`config.mk`:
```
export PLATFORM = sky130hd
export DESIGN_NAME = pcu_top
export DESIGN_NICKNAME = d
export VERILOG_FILES = /design/src/rtl/pcu_pkg.sv /design/src/rtl/pcu_ctrl.sv /design/src/rtl/pcu_datapath.sv /design/src/rtl/pcu_top.sv
export SDC_FILE = /design/constraint.sdc
export NUM_CORES = 1
export LEC_CHECK = 0
export ABC_AREA = 1
export BUFFER_PORTS_ARGS = -buffer_cell sky130_fd_sc_hd__buf_2
export CAP_MARGIN = 20
export CORE_ASPECT_RATIO = 1.25
export CORE_MARGIN = 2
export CORE_UTILIZATION = 40
export CTS_CLUSTER_DIAMETER = 100
export DETAILED_ROUTE_END_ITERATION = 8
export GPL_TIMING_DRIVEN = 0
export PLACE_DENSITY = 0.66
export REMOVE_ABC_BUFFERS = 1
export SLEW_MARGIN = 10
export SYNTH_ARGS = -nofsm -noshare
export SYNTH_HDL_FRONTEND = slang
export SYNTH_SLANG_ARGS = --single-unit
```
`constraint.sdc`:
```
create_clock -name clk -period 8.9 [get_ports clk]
set_input_delay 0.89 -clock clk [delete_from_list [all_inputs] [get_ports clk]]
set_output_delay 0.89 -clock clk [all_outputs]
set_load 0.01 [all_outputs]
```
`src/rtl/pcu_pkg.sv`:
```
package pcu_pkg;

  typedef enum logic [1:0] {
    PC_SRC_INC   = 2'd0,
    PC_SRC_ADDER = 2'd1,
    PC_SRC_BUS   = 2'd2
  } pcSrc_e;

  typedef struct packed {
    logic   ldPc;
    pcSrc_e pcSrc;
    logic   baseIsReg;
    logic   ldMar;
    logic   ldLink;
  } pcStrobe_t;

  localparam logic [3:0] OP_BRANCH = 4'b0000;
  localparam logic [3:0] OP_JUMP   = 4'b1100;
  localparam logic [3:0] OP_CALL   = 4'b1111;

endpackage

```
`src/rtl/pcu_ctrl.sv`:
```
module pcu_ctrl
  import pcu_pkg::*;
#(
  parameter int FLAG_W = 3
) (
  input  logic              clk,
  input  logic              rst,
  input  logic              instrValid,
  input  logic [3:0]        opcode,
  input  logic [FLAG_W-1:0] condMask,
  input  logic [FLAG_W-1:0] flags,
  input  logic              memReady,
  output pcStrobe_t         strb,
  output logic              waiting
);

  logic takeBranch;
  logic waitNext;

  assign takeBranch = |(condMask & flags);

  always_comb begin
    strb          = '0;
    strb.pcSrc    = PC_SRC_INC;
    waitNext      = waiting;
    if (waiting) begin
      if (memReady) begin
        strb.ldPc  = 1'b1;
        strb.pcSrc = PC_SRC_BUS;
        waitNext   = 1'b0;
      end
    end else if (instrValid) begin
      strb.ldPc = 1'b1;
      unique case (opcode)
        OP_BRANCH: strb.pcSrc = takeBranch ? PC_SRC_ADDER : PC_SRC_INC;
        OP_JUMP: begin
          strb.pcSrc     = PC_SRC_ADDER;
          strb.baseIsReg = 1'b1;
        end
        OP_CALL: begin
          strb.ldMar  = 1'b1;
          strb.ldLink = 1'b1;
          waitNext    = 1'b1;
        end
        default: strb.pcSrc = PC_SRC_INC;
      endcase
    end
  end

  always_ff @(posedge clk) begin
    if (rst) waiting <= 1'b0;
    else     waiting <= waitNext;
  end

  AST_WAIT_UNTIL_READY: assert property (@(posedge clk) disable iff (rst)
    (waiting && !memReady) |=> waiting);
  AST_CALL_ENTERS_WAIT: assert property (@(posedge clk) disable iff (rst)
    strb.ldLink |=> waiting);

endmodule

```
`src/rtl/pcu_datapath.sv`:
```
module pcu_datapath
  import pcu_pkg::*;
#(
  parameter int              ADDR_W     = 16,
  parameter int              OFF_W      = 9,
  parameter int              VEC_W      = 8,
  parameter logic [ADDR_W-1:0] START_ADDR = 16'h3000
) (
  input  logic              clk,
  input  logic              rst,
  input  pcStrobe_t         strb,
  input  logic [OFF_W-1:0]  offset,
  input  logic [VEC_W-1:0]  vector,
  input  logic [ADDR_W-1:0] regData,
  input  logic [ADDR_W-1:0] busData,
  output logic [ADDR_W-1:0] pc,
  output logic [ADDR_W-1:0] mar,
  output logic              linkWe,
  output logic [ADDR_W-1:0] linkData
);

  localparam int EXT_W  = ADDR_W - OFF_W;
  localparam int VPAD_W = ADDR_W - VEC_W;

  logic [ADDR_W-1:0] pcInc;
  logic [ADDR_W-1:0] adderBase;
  logic [ADDR_W-1:0] adderOff;
  logic [ADDR_W-1:0] adderOut;
  logic [ADDR_W-1:0] pcNext;

  assign pcInc     = pc + ADDR_W'(1);
  assign adderBase = strb.baseIsReg ? regData : pcInc;
  assign adderOff  = strb.baseIsReg ? '0 : {{EXT_W{offset[OFF_W-1]}}, offset};
  assign adderOut  = adderBase + adderOff;

  always_comb begin
    unique case (strb.pcSrc)
      PC_SRC_ADDER: pcNext = adderOut;
      PC_SRC_BUS:   pcNext = busData;
      default:      pcNext = pcInc;
    endcase
  end

  always_ff @(posedge clk) begin
    if (rst) begin
      pc       <= START_ADDR;
      mar      <= '0;
      linkWe   <= 1'b0;
      linkData <= '0;
    end else begin
      if (strb.ldPc)  pc  <= pcNext;
      if (strb.ldMar) mar <= {{VPAD_W{1'b0}}, vector};
      linkWe <= strb.ldLink;
      if (strb.ldLink) linkData <= pcInc;
    end
  end

  AST_LINK_ONE_CYCLE: assert property (@(posedge clk) disable iff (rst)
    linkWe |=> !linkWe);
  AST_LINK_MATCHES_PC: assert property (@(posedge clk) disable iff (rst)
    linkWe |-> (linkData == pc));
  AST_PC_HOLD_NO_LOAD: assert property (@(posedge clk) disable iff (rst)
    !strb.ldPc |=> $stable(pc));

endmodule

```
`src/rtl/pcu_top.sv`:
```
module pcu_top
  import pcu_pkg::*;
#(
  parameter int                ADDR_W     = 16,
  parameter logic [ADDR_W-1:0] START_ADDR = 16'h3000
) (
  input  logic              clk,
  input  logic              rst,
  input  logic              instrValid,
  input  logic [15:0]       instr,
  input  logic [2:0]        flags,
  input  logic [ADDR_W-1:0] regData,
  input  logic [ADDR_W-1:0] memData,
  input  logic              memReady,
  output logic [ADDR_W-1:0] pc,
  output logic [2:0]        baseSel,
  output logic              vecReq,
  output logic [ADDR_W-1:0] vecAddr,
  output logic              linkWe,
  output logic [ADDR_W-1:0] linkData
);

  pcStrobe_t strb;
  logic      waiting;

  assign baseSel = instr[8:6];
  assign vecReq  = waiting;

  pcu_ctrl #(.FLAG_W(3)) u_ctrl (
    .clk       (clk),
    .rst       (rst),
    .instrValid(instrValid),
    .opcode    (instr[15:12]),
    .condMask  (instr[11:9]),
    .flags     (flags),
    .memReady  (memReady),
    .strb      (strb),
    .waiting   (waiting)
  );

  pcu_datapath #(
    .ADDR_W    (ADDR_W),
    .OFF_W     (9),
    .VEC_W     (8),
    .START_ADDR(START_ADDR)
  ) u_dp (
    .clk     (clk),
    .rst     (rst),
    .strb    (strb),
    .offset  (instr[8:0]),
    .vector  (instr[7:0]),
    .regData (regData),
    .busData (memData),
    .pc      (pc),
    .mar     (vecAddr),
    .linkWe  (linkWe),
    .linkData(linkData)
  );

  AST_WAIT_HOLDS_PC: assert property (@(posedge clk) disable iff (rst)
    (vecReq && !memReady) |=> ($stable(pc) && vecReq));
  AST_RETURN_FROM_BUS: assert property (@(posedge clk) disable iff (rst)
    (vecReq && memReady) |=> ((pc == $past(memData)) && !vecReq));
  AST_JUMP_TARGET: assert property (@(posedge clk) disable iff (rst)
    (instrValid && !vecReq && instr[15:12] == OP_JUMP) |=> (pc == $past(regData)));
  AST_CALL_RAISES_REQ: assert property (@(posedge clk) disable iff (rst)
    linkWe |-> vecReq);

endmodule

```
# Word level (Yosys, flattened, before mapping)

Index checks and enable logic that the tools add are counted.
Widths: inputs -> output; s select.

Bitwise gates (word level): 1
Add/sub/neg operators: 2
Multiplexer cells: 15
Eq/ne operators: 4
Reductions and logical operators: 2

Operator list:

| cell                  | count |
|---|---|
| $mux 16               | 2 |
| $pmux 16 s2           | 1 |
| $add 16x1->16 const B | 1 |
| $add 16x16->16        | 1 |
| $mux 3                | 3 |
| $eq 4x4->1 const B    | 2 |
| $mux 1                | 6 |
| $mux 6                | 1 |
| $logic_not 4->1       | 1 |
| $pmux 2 s2            | 1 |
| $and 3x3->3           | 1 |
| $reduce_or 3->1       | 1 |
| $eq 2x1->1 const B    | 1 |
| $eq 2x2->1 const B    | 1 |
| $mux 2                | 1 |

Flip-flop bits (word level): 42
Input bits: 55
Output and inout port bits: 53
Word-level logic and storage cells: 29

# Logic depth before layout (Yosys ltp)

Gate-level depths: netlist (run 1).

Word-level depth: 9
Gate-level depth with buffers: 23
Depth with buffers taken out: 22

# Cells and area by module

From an unflattened synthesis (run 1), not the netlist that was laid out.

Cell total of the unflattened synthesis: 548
Area total of the unflattened synthesis: 3378.2 µm²

Modules (own cells, without submodules):

| module       | cells an instance | area an instance (µm²) | times used |
|---|---|---|---|
| pcu_datapath | 517               | 3214.3                 | 1 |
| pcu_ctrl     | 28                | 141.4                  | 1 |
| pcu_top      | 3                 | 22.5                   | 1 |

# Worst setup path before layout (run 1)

OpenSTA, ideal clock, no wires.

Path kind: input port to flip-flop
Start point: input port instrValid
End point: register u_dp.pc[14]
Data required time: 8.778 ns
Data arrival time: 3.509 ns
Setup slack: 5.269 ns
Cell stages on the path: 22
Library setup time: 0.122 ns
Cell sequence: inv_1 -> nor2_2 -> nand4_2 -> inv_1 -> clkbuf_1 -> nand2_1 -> o21ai_0 -> ha_1 -> inv_1 -> fa_1 -> inv_1 -> a21oi_1 -> o21ai_0 -> inv_1 -> o21ai_0 -> nand3_1 -> nand2_1 -> nand2_1 -> nand2_1 -> nand2_1 -> nand3_1 -> a21oi_1

Word-level cells in the longest chain between the ends: 5
Elaborated cells between the ends (all ways): 9
Those cells by class: add/sub (1); eq/ne (2); mux (6)

RTL lines:

| element                           | RTL line                               | RTL |
|---|---|---|
| start, declared                   | pcu_top.sv:9                           | `input logic instrValid,` |
| $mux 6 *                          | pcu_ctrl.sv:32                         | `end else if (instrValid) begin` |
| $mux 3                            | pcu_ctrl.sv:26                         | `if (waiting) begin` |
| $mux 16, on equally long branches | pcu_datapath.sv:32, pcu_datapath.sv:33 |  |
| $add 16x16->16                    | pcu_datapath.sv:34                     | `assign adderOut = adderBase + adderOff;` |
| $pmux 16 s2                       | pcu_datapath.sv:37                     | `unique case (strb.pcSrc)` |
| end signal, assigned              | pcu_datapath.sv:51                     | `if (strb.ldPc) pc <= pcNext;` |
| end, declared                     | pcu_datapath.sv:16                     | `output logic [ADDR_W-1:0] pc,` |

Every way passes the cells marked *; elsewhere a longest branch is shown, timed or not.
A chain may end at the register's enable or synchronous reset.

# Final worst setup path (run 1)

Start point: input port instrValid
End point: register u_dp.pc[12]

The elaborated chain is that of the path after synthesis.

==> results of run 1 <==
[kinds of logic (layout without fill, tap and decap cells)]
| family | count (synthesis) | after routing | share of synthesized area [%] |
|---|---|---|---|
| flops | 42 | 42 | 27.0 |
| simple gates | 198 | 198 | 29.3 |
| other cells | 1 | 8 | 0.121 |
| buf+inv | 83 | 166 | 11.6 |
| compound gates | 119 | 119 | 21.2 |
| xor+xnor | 12 | 12 | 3.62 |
| fa+ha+maj | 17 | 17 | 7.08 |
[power breakdown]
group	leakage [nW]	total (mW)	internal [mW]	switching, mW
registers	0.343	0.205	0.196	0.00914
clock network	0.0483	0.131	0.0554	0.0752
logic	1.58	0.136	0.0540	0.0825
total	1.97	0.472	0.305	0.167
[registers in the layout (all words and copies together) (netlist names)]
| name | count |
|---|---|
| u_ctrl.waiting | 1 |
| u_dp.mar | 8 |
| u_dp.pc | 16 |
| u_dp.linkData | 16 |
| u_dp.linkWe | 1 |
[per-stage QoR]
step                      power, mW  util, %
after floorplan               0.299        -
after global placement        0.342     48.4
after detailed placement      0.345     48.6
after CTS                     0.476     49.8
after global routing          0.504     49.8
final                         0.472     49.8
[Yosys cell counts (all sizes together) (2+ instances only)]
cell type  number
nand2          99
o21ai          58
inv            55
nor2           51
dfxtp          42
a21oi          33
nand3          28
ha             16
buf            13
clkbuf         12
xor2           11
or2            10
o211ai          8
a31oi           7
nand4           4
a211oi          3
clkinv          3
nor3            3
a21o            2
a22oi           2
[cell type report]
| type | count | area [µm²] | share of cell area [%] |
|---|---|---|---|
| multi-input combinational | 354 | 1930 | 52.2 |
| sequential | 42 | 841 | 22.7 |
| timing repair buffer | 100 | 510 | 13.8 |
| inverter | 58 | 218 | 5.88 |
| tap | 92 | 115 | 3.11 |
| clock buffer | 5 | 68.8 | 1.86 |
| clock inverter | 3 | 18.8 | 0.507 |
[routing by layer]
metal  part of all wire, %  vias up  routed length [µm]
met5                     0        -                   0
met4                   1.9        0                 164
met3                   5.6       13                 494
met2                    48      119                4260
met1                    44     1508                3940
li1                      -     1720                   -
[critical path: stages]
cell	delay, ns
buf_2	0.07
inv_1	0.04
nor2_2	0.24
nand4_2	0.42
inv_1	0.64
nand2_1	0.09
o21ai_0	0.10
ha_1	0.25
inv_1	0.08
fa_1	0.35
inv_1	0.09
a21oi_1	0.07
o21ai_0	0.29
inv_1	0.06
o21ai_0	0.28
nand3_1	0.15
nand3_1	0.11
nand2_1	0.05
nand2_1	0.05
nand3_1	0.10
nand2_1	0.13
nand2_1	0.06
nand2_1	0.07
[worst min-delay path by stage]
stage                        endpoint  depth (start not counted)         startpoint  slack (ns)
finish               u_dp.linkData[9]                          2   u_dp.linkData[9]        0.51
global route         u_dp.linkData[9]                          2   u_dp.linkData[9]        0.55
CTS                  u_dp.linkData[9]                          2   u_dp.linkData[9]        0.51
detailed placement   u_dp.linkData[9]                          2   u_dp.linkData[9]        0.49
global placement    u_dp.linkData[14]                          2  u_dp.linkData[14]        0.48
floorplan              u_ctrl.waiting                          2     u_ctrl.waiting        0.51
==> results.tsv, run 1 <==
stage	metric	value	unit
detailed_routing	Routed WL	8860	µm
die	Die Y	103	µm
placed_design	# port buffers	99	
worst_setup_path	critical path class	primary input to flip-flop	
detailed_routing	Vias	3360	
worst_setup_path	crit path from	instrValid	
synth	Synth area leader	dfxtp_1	
grt	M3 GR Usage	3.44	%
min_path	Worst Hold Class	flip-flop to flip-flop	
finish	area growth from synthesis to layout	19.2	%
timing	# setup viols final	0	
synth	Post-synth EDFFs	0	
grt	vias in the first global route	3178	
placed_design	Place WS	4.16	ns
timing	hold_ws	0.511	ns
finish	share of cells above drive strength 1	24.4	%
die	# rows	35	
worst_setup_path	reg-to-reg endpoint	u_dp.pc[12]	
timing	Max Clk Rate	226	MHz
timing	Slew @ Worst Pin	0.950	ns
worst_setup_path	Critical Path Source Type	primary input	
detailed_routing	drt drc	0	
synth	Yosys top cell area share	27.0	%
synth	Async SR Flop Fraction	0	%
synth	Yosys cell types	44	
timing	RSZ-0062 raised after global routing	false	
timing	Period minus WS final	4.43	ns
grt	Overall Global Routing Usage	21.3	%
timing	slew margin rel.	36.3	%
power	Max VDD drop	0.0877	mV
placed_design	detailed-placement wirelength estimate	6950	µm
timing	skew final	0.0126	ns
worst_setup_path	Req. time, crit path	9.16	ns
power	PwrDens	127	mW/mm²
clock_network	Longest Clk Path Bufs	2	
worst_setup_path	crit-path max FO	25	
die	overall die area	0.00850	mm²
grt	initial antenna violation count	0	
detailed_routing	wire per inst	13.6	µm
finish	design area	0.00370	mm²
synth	Synth Register Bits	42	
timing	crit share post-route	49.8	%
clock_network	Post-CTS Resized	0	
finish	# nets final	633	
clock_network	CTS tree	done	
grt	largest net degree at the start of global routing	38	
grt	GRT met2 Usage	38.0	%
clock_network	Clock Latency Late Sink	0.31	ns
placed_design	Post-DP Area	0.00362	mm²
finish	most common cell after layout, fill and taps aside	buf_2	
detailed_routing	drt first-iter violations	188	
clock_network	# clock sinks	42	
finish	# diodes	0	
finish	FILL cells	817	
placed_design	placed insts	646	
detailed_routing	Final ANT Viol Nets	0	
grt	routing usage on met1	26.3	%
timing	worst setup margin	4.47	ns
clock_network	CTS H-tree depth	2	
synth	Synth Flop Type	dfxtp_1	
finish	most frequent cells in the layout	buf_2, nand2_1, o21ai_0	
timing	Fin. Hold Viols	0	
synth	Netlist Area Pre-Place	0.00311	mm²
worst_setup_path	crit path DAT	4.69	ns
worst_setup_path	register-to-register setup slack	4.78	ns
power	P_leak	1.97	nW
die	I/O pin count	108	
synth	Synth area leaders	dfxtp_1, nand2_1, o21ai_0, inv_1, ha_1	
grt	most used routing layer	met2	
placed_design	GPL Wtd Cong	0.897	
synth	synth warn	0	
outcome	run status	complete, no violations	
grt	GRT overflow	0	
detailed_routing	Via density	5.14	
clock_network	TritonCTS Buffers	5	
die	Initial Utilization	41.8	%
run	Max Cap Violations	0	
grt	first-pass GRT wire length	14700	µm
die	Core Box Area	0.00744	mm²
synth	Seq/Total Area, Yosys	27.0	%
finish	non-filler cells, final	654	
worst_setup_path	CP Capture Type	flip-flop	
clock_network	setup bufs post-CTS	0	
detailed_routing	Pre-antenna DRT Iters	5	
worst_setup_path	R2R depth	21	
clock_network	CTS clock-pin slew for the worst setup and hold paths	0.10	ns
synth	Syn Area/Cell	6.59	µm²
worst_setup_path	FF-to-FF Start	u_ctrl.waiting	
die	Die X	82.9	µm
worst_setup_path	CP endpoint	u_dp.pc[12]	
synth	Gate Count Post-Synth	472	
timing	final setup TNS	0	ns
clock_network	Root Driver	clkbuf_8	
timing	Pins Over Slew Limit	0	
clock_network	CTS Hold Bufs	0	
Power figures use the tool's default switching activity.
==> run 2, diff against run 1 <==
==> constraint.sdc (replaced) <==
create_clock -name clk -period 4.1 [get_ports clk]
set_input_delay 0.41 -clock clk [delete_from_list [all_inputs] [get_ports clk]]
set_output_delay 0.41 -clock clk [all_outputs]
set_load 0.01 [all_outputs]
==> run 2 against run 1 <==
Compared with the run above: sequential power up 120%; final cell count is 0.15% higher; highest routed layer unchanged; critical path type is now flip-flop to flip-flop; clock-buffer cell count did not move.
==> results.tsv, run 2 (synthesized netlist as in run 1, its figures left out) <==
stage	metric	value	unit	change
outcome	run status	complete, no violations		
worst_setup_path	reg-to-reg endpoint	u_dp.pc[12]		
finish	share of cells above drive strength 1	24.7	%	+0.31 points
worst_setup_path	critical path cell sequence	nor2_2 > nand4_4 > clkinvlp_4 > nand2_1 > o21ai_0 > ha_1 > inv_1 > fa_1 > inv_1 > a21oi_1 > o21ai_0 > inv_1 > o21ai_0 > nand3_1 > nand3_1 > nand2_1 > nand2_1 > nand3_1 > nand2_1 > nand2_1 > nand2_1		
worst_setup_path	R2R depth	21		unchanged
die	Core Box Area	0.00744	mm²	unchanged
timing	RSZ-0062 raised after global routing	false		
min_path	min-delay src	rst		
timing	final setup TNS	0	ns	unchanged
detailed_routing	drt first-iter violations	224		+19%
finish	most frequent cells in the layout	buf_2, nand2_1, o21ai_0		
worst_setup_path	register-to-register setup slack	0.40	ns	-4.38 ns
clock_network	CTS Hold Bufs	0		unchanged
worst_setup_path	CP Capture Type	flip-flop		
detailed_routing	Routed WL	8850	µm	-0.14%
clock_network	Clock Latency Late Sink	0.31	ns	about the same
worst_setup_path	FF-to-FF Start	u_ctrl.waiting		
worst_setup_path	Critical Path Source Type	flip-flop		
placed_design	GPL Wtd Cong	0.897		unchanged
finish	# diodes	0		unchanged
die	Initial Utilization	41.8	%	unchanged
finish	design area	0.00372	mm²	+0.47%
clock_network	setup bufs post-CTS	0		unchanged
timing	Fin. Hold Viols	0		unchanged
die	# rows	35		unchanged
power	Tot Pwr	1.02	mW	+120%
detailed_routing	drt drc	0		unchanged
finish	most common cell after layout, fill and taps aside	buf_2		
clock_network	CTS H-tree depth	2		unchanged
worst_setup_path	CP max stage cell	dfxtp_1		
clock_network	# clock sinks	42		unchanged
timing	Max Clk Rate	270	MHz	
worst_setup_path	Worst path most repeated cell	nand2_1		
detailed_routing	Via density	5.11		-0.63%
timing	Slew @ Worst Pin	0.964	ns	+0.0138 ns
die	overall die area	0.00850	mm²	unchanged
placed_design	detailed-placement wirelength estimate	6950	µm	unchanged
min_path	Worst Hold Depth	2		unchanged
finish	non-filler cells, final	655		+0.15%
worst_setup_path	crit path DAT	3.96	ns	-0.73 ns
finish	area growth from synthesis to layout	19.7	%	
timing	Period minus WS final	3.70	ns	
finish	largest registers	u_dp.linkData (16), u_dp.pc (16), u_dp.mar (8)		
clock_network	CTS tree	done		
placed_design	# port buffers	99		unchanged
grt	Overall Global Routing Usage	21.3	%	unchanged
run	Max Cap Violations	0		unchanged
grt	initial antenna violation count	0		unchanged
detailed_routing	wire per inst	13.5	µm	-0.29%
placed_design	placed insts	646		unchanged
timing	crit share post-route	90.3	%	
worst_setup_path	slowest stage delay, CP	0.35	ns	-0.29 ns
die	Die X	82.9	µm	unchanged
grt	vias in the first global route	3178		unchanged
finish	# nets final	634		+0.16%
worst_setup_path	Req. time, crit path	4.36	ns	-4.80 ns
detailed_routing	Vias	3344		-0.48%
worst_setup_path	critical path class	flip-flop to flip-flop		
finish	fin util	50.0	%	+0.24 points
min_path	end of the worst hold path	u_dp.pc[0]		
power	Max VDD drop	0.189	mV	+120%
clock_network	TritonCTS Buffers	5		unchanged
die	I/O pin count	108		unchanged
clock_network	CTS clock-pin slew for the worst setup and hold paths	0.09	ns	about the same
grt	GRT overflow	0		unchanged
detailed_routing	Pre-antenna DRT Iters	4		-1
grt	first-pass GRT wire length	14700	µm	unchanged
die	Die Y	103	µm	unchanged
timing	# setup viols final	0		unchanged
worst_setup_path	Bufs and invs on worst path	4		-2
timing	slew margin rel.	35.3	%	-0.92 points
clock_network	Root Driver	clkbuf_8		
grt	largest net degree at the start of global routing	38		unchanged
worst_setup_path	CP top delay family	simple AND/OR/NAND/NOR gates		
clock_network	Longest Clk Path Bufs	2		unchanged
timing	skew final	0.0114	ns	-0.00123 ns
timing	Pins Over Slew Limit	0		unchanged
power	PwrDens	275	mW/mm²	+120%
placed_design	Post-DP Area	0.00362	mm²	unchanged
detailed_routing	Final ANT Viol Nets	0		unchanged
min_path	Worst Hold Class	primary input to flip-flop		
worst_setup_path	crit-path max FO	18		-28%
power	P_leak	1.96	nW	-0.54%
==> run 2: cell count changes in the layout (fill, tap and decap cells not counted) <==
cell and change:
nand4_2 -1, nand4_4 +1, clkinvlp_2 +1, inv_1 -1, clkinvlp_4 +1
==> run 2: final cells by class <==
cell class / instances / area [µm²]
inverter: 58 / 221
tap: 92 / 115
sequential: 42 / 841
timing repair inverter: 1 / 5.00
timing repair buffer: 100 / 510
clock inverter: 3 / 18.8
fill: 814 / 3720
clock buffer: 5 / 68.8
multi-input combinational: 354 / 1940
==> run 2: worst max path at each step <==
stage / from / cells past startpoint / slack (ns) / to
6_report: u_ctrl.waiting / 21 / 0.40 / u_dp.pc[12]
5_1_grt: u_ctrl.waiting / 21 / 0.01 / u_dp.pc[12]
4_1_cts: u_ctrl.waiting / 21 / 0.13 / u_dp.pc[12]
3_5_place_dp: instrValid / 22 / -0.16 / u_dp.pc[12]
3_3_place_gp: instrValid / 23 / -0.12 / u_dp.pc[12]
2_1_floorplan: instrValid / 21 / 0.80 / u_dp.pc[12]
==> run 2: per-layer routing <==
metal  GRT usage [%]  wire (µm)  part of all wire, %
met3            3.44        598                  6.8
met2            38.0       4210                   48
met1            26.3       3850                   44
met5               0          0                    0
met4            7.19        185                  2.1
==> run 2: repair_timing <==
action,CTS,global route
gates cloned,0,1
pin swaps,0,0
resized for setup,1,1
setup endpoints to repair,1,5
endpoints found under the hold margin,0,0
==> run 2: worst reg2reg max path: stages (launching register included) <==
cell,delay [ns]
dfxtp_1,0.35
nor2_2,0.32
nand4_4,0.34
clkinvlp_4,0.32
nand2_1,0.07
o21ai_0,0.07
ha_1,0.24
inv_1,0.08
fa_1,0.35
inv_1,0.09
a21oi_1,0.07
o21ai_0,0.29
inv_1,0.06
o21ai_0,0.28
nand3_1,0.15
nand3_1,0.11
nand2_1,0.05
nand2_1,0.05
nand3_1,0.10
nand2_1,0.13
nand2_1,0.06
nand2_1,0.07
==> run 2: where the power goes <==
group          switching [mW]  internal (mW)
sequential             0.0201          0.426
combinational           0.179          0.117
clock                   0.162          0.120
==> run 2: stage by stage <==
step / setup slack [ns] / hold WS, ns
detailed placement: -0.160 / 0.491
CTS: 0.134 / 0.321
finish: 0.397 / 0.337
floorplan: 0.796 / 0.479
global placement: -0.116 / 0.479
global route: 0.0127 / 0.343
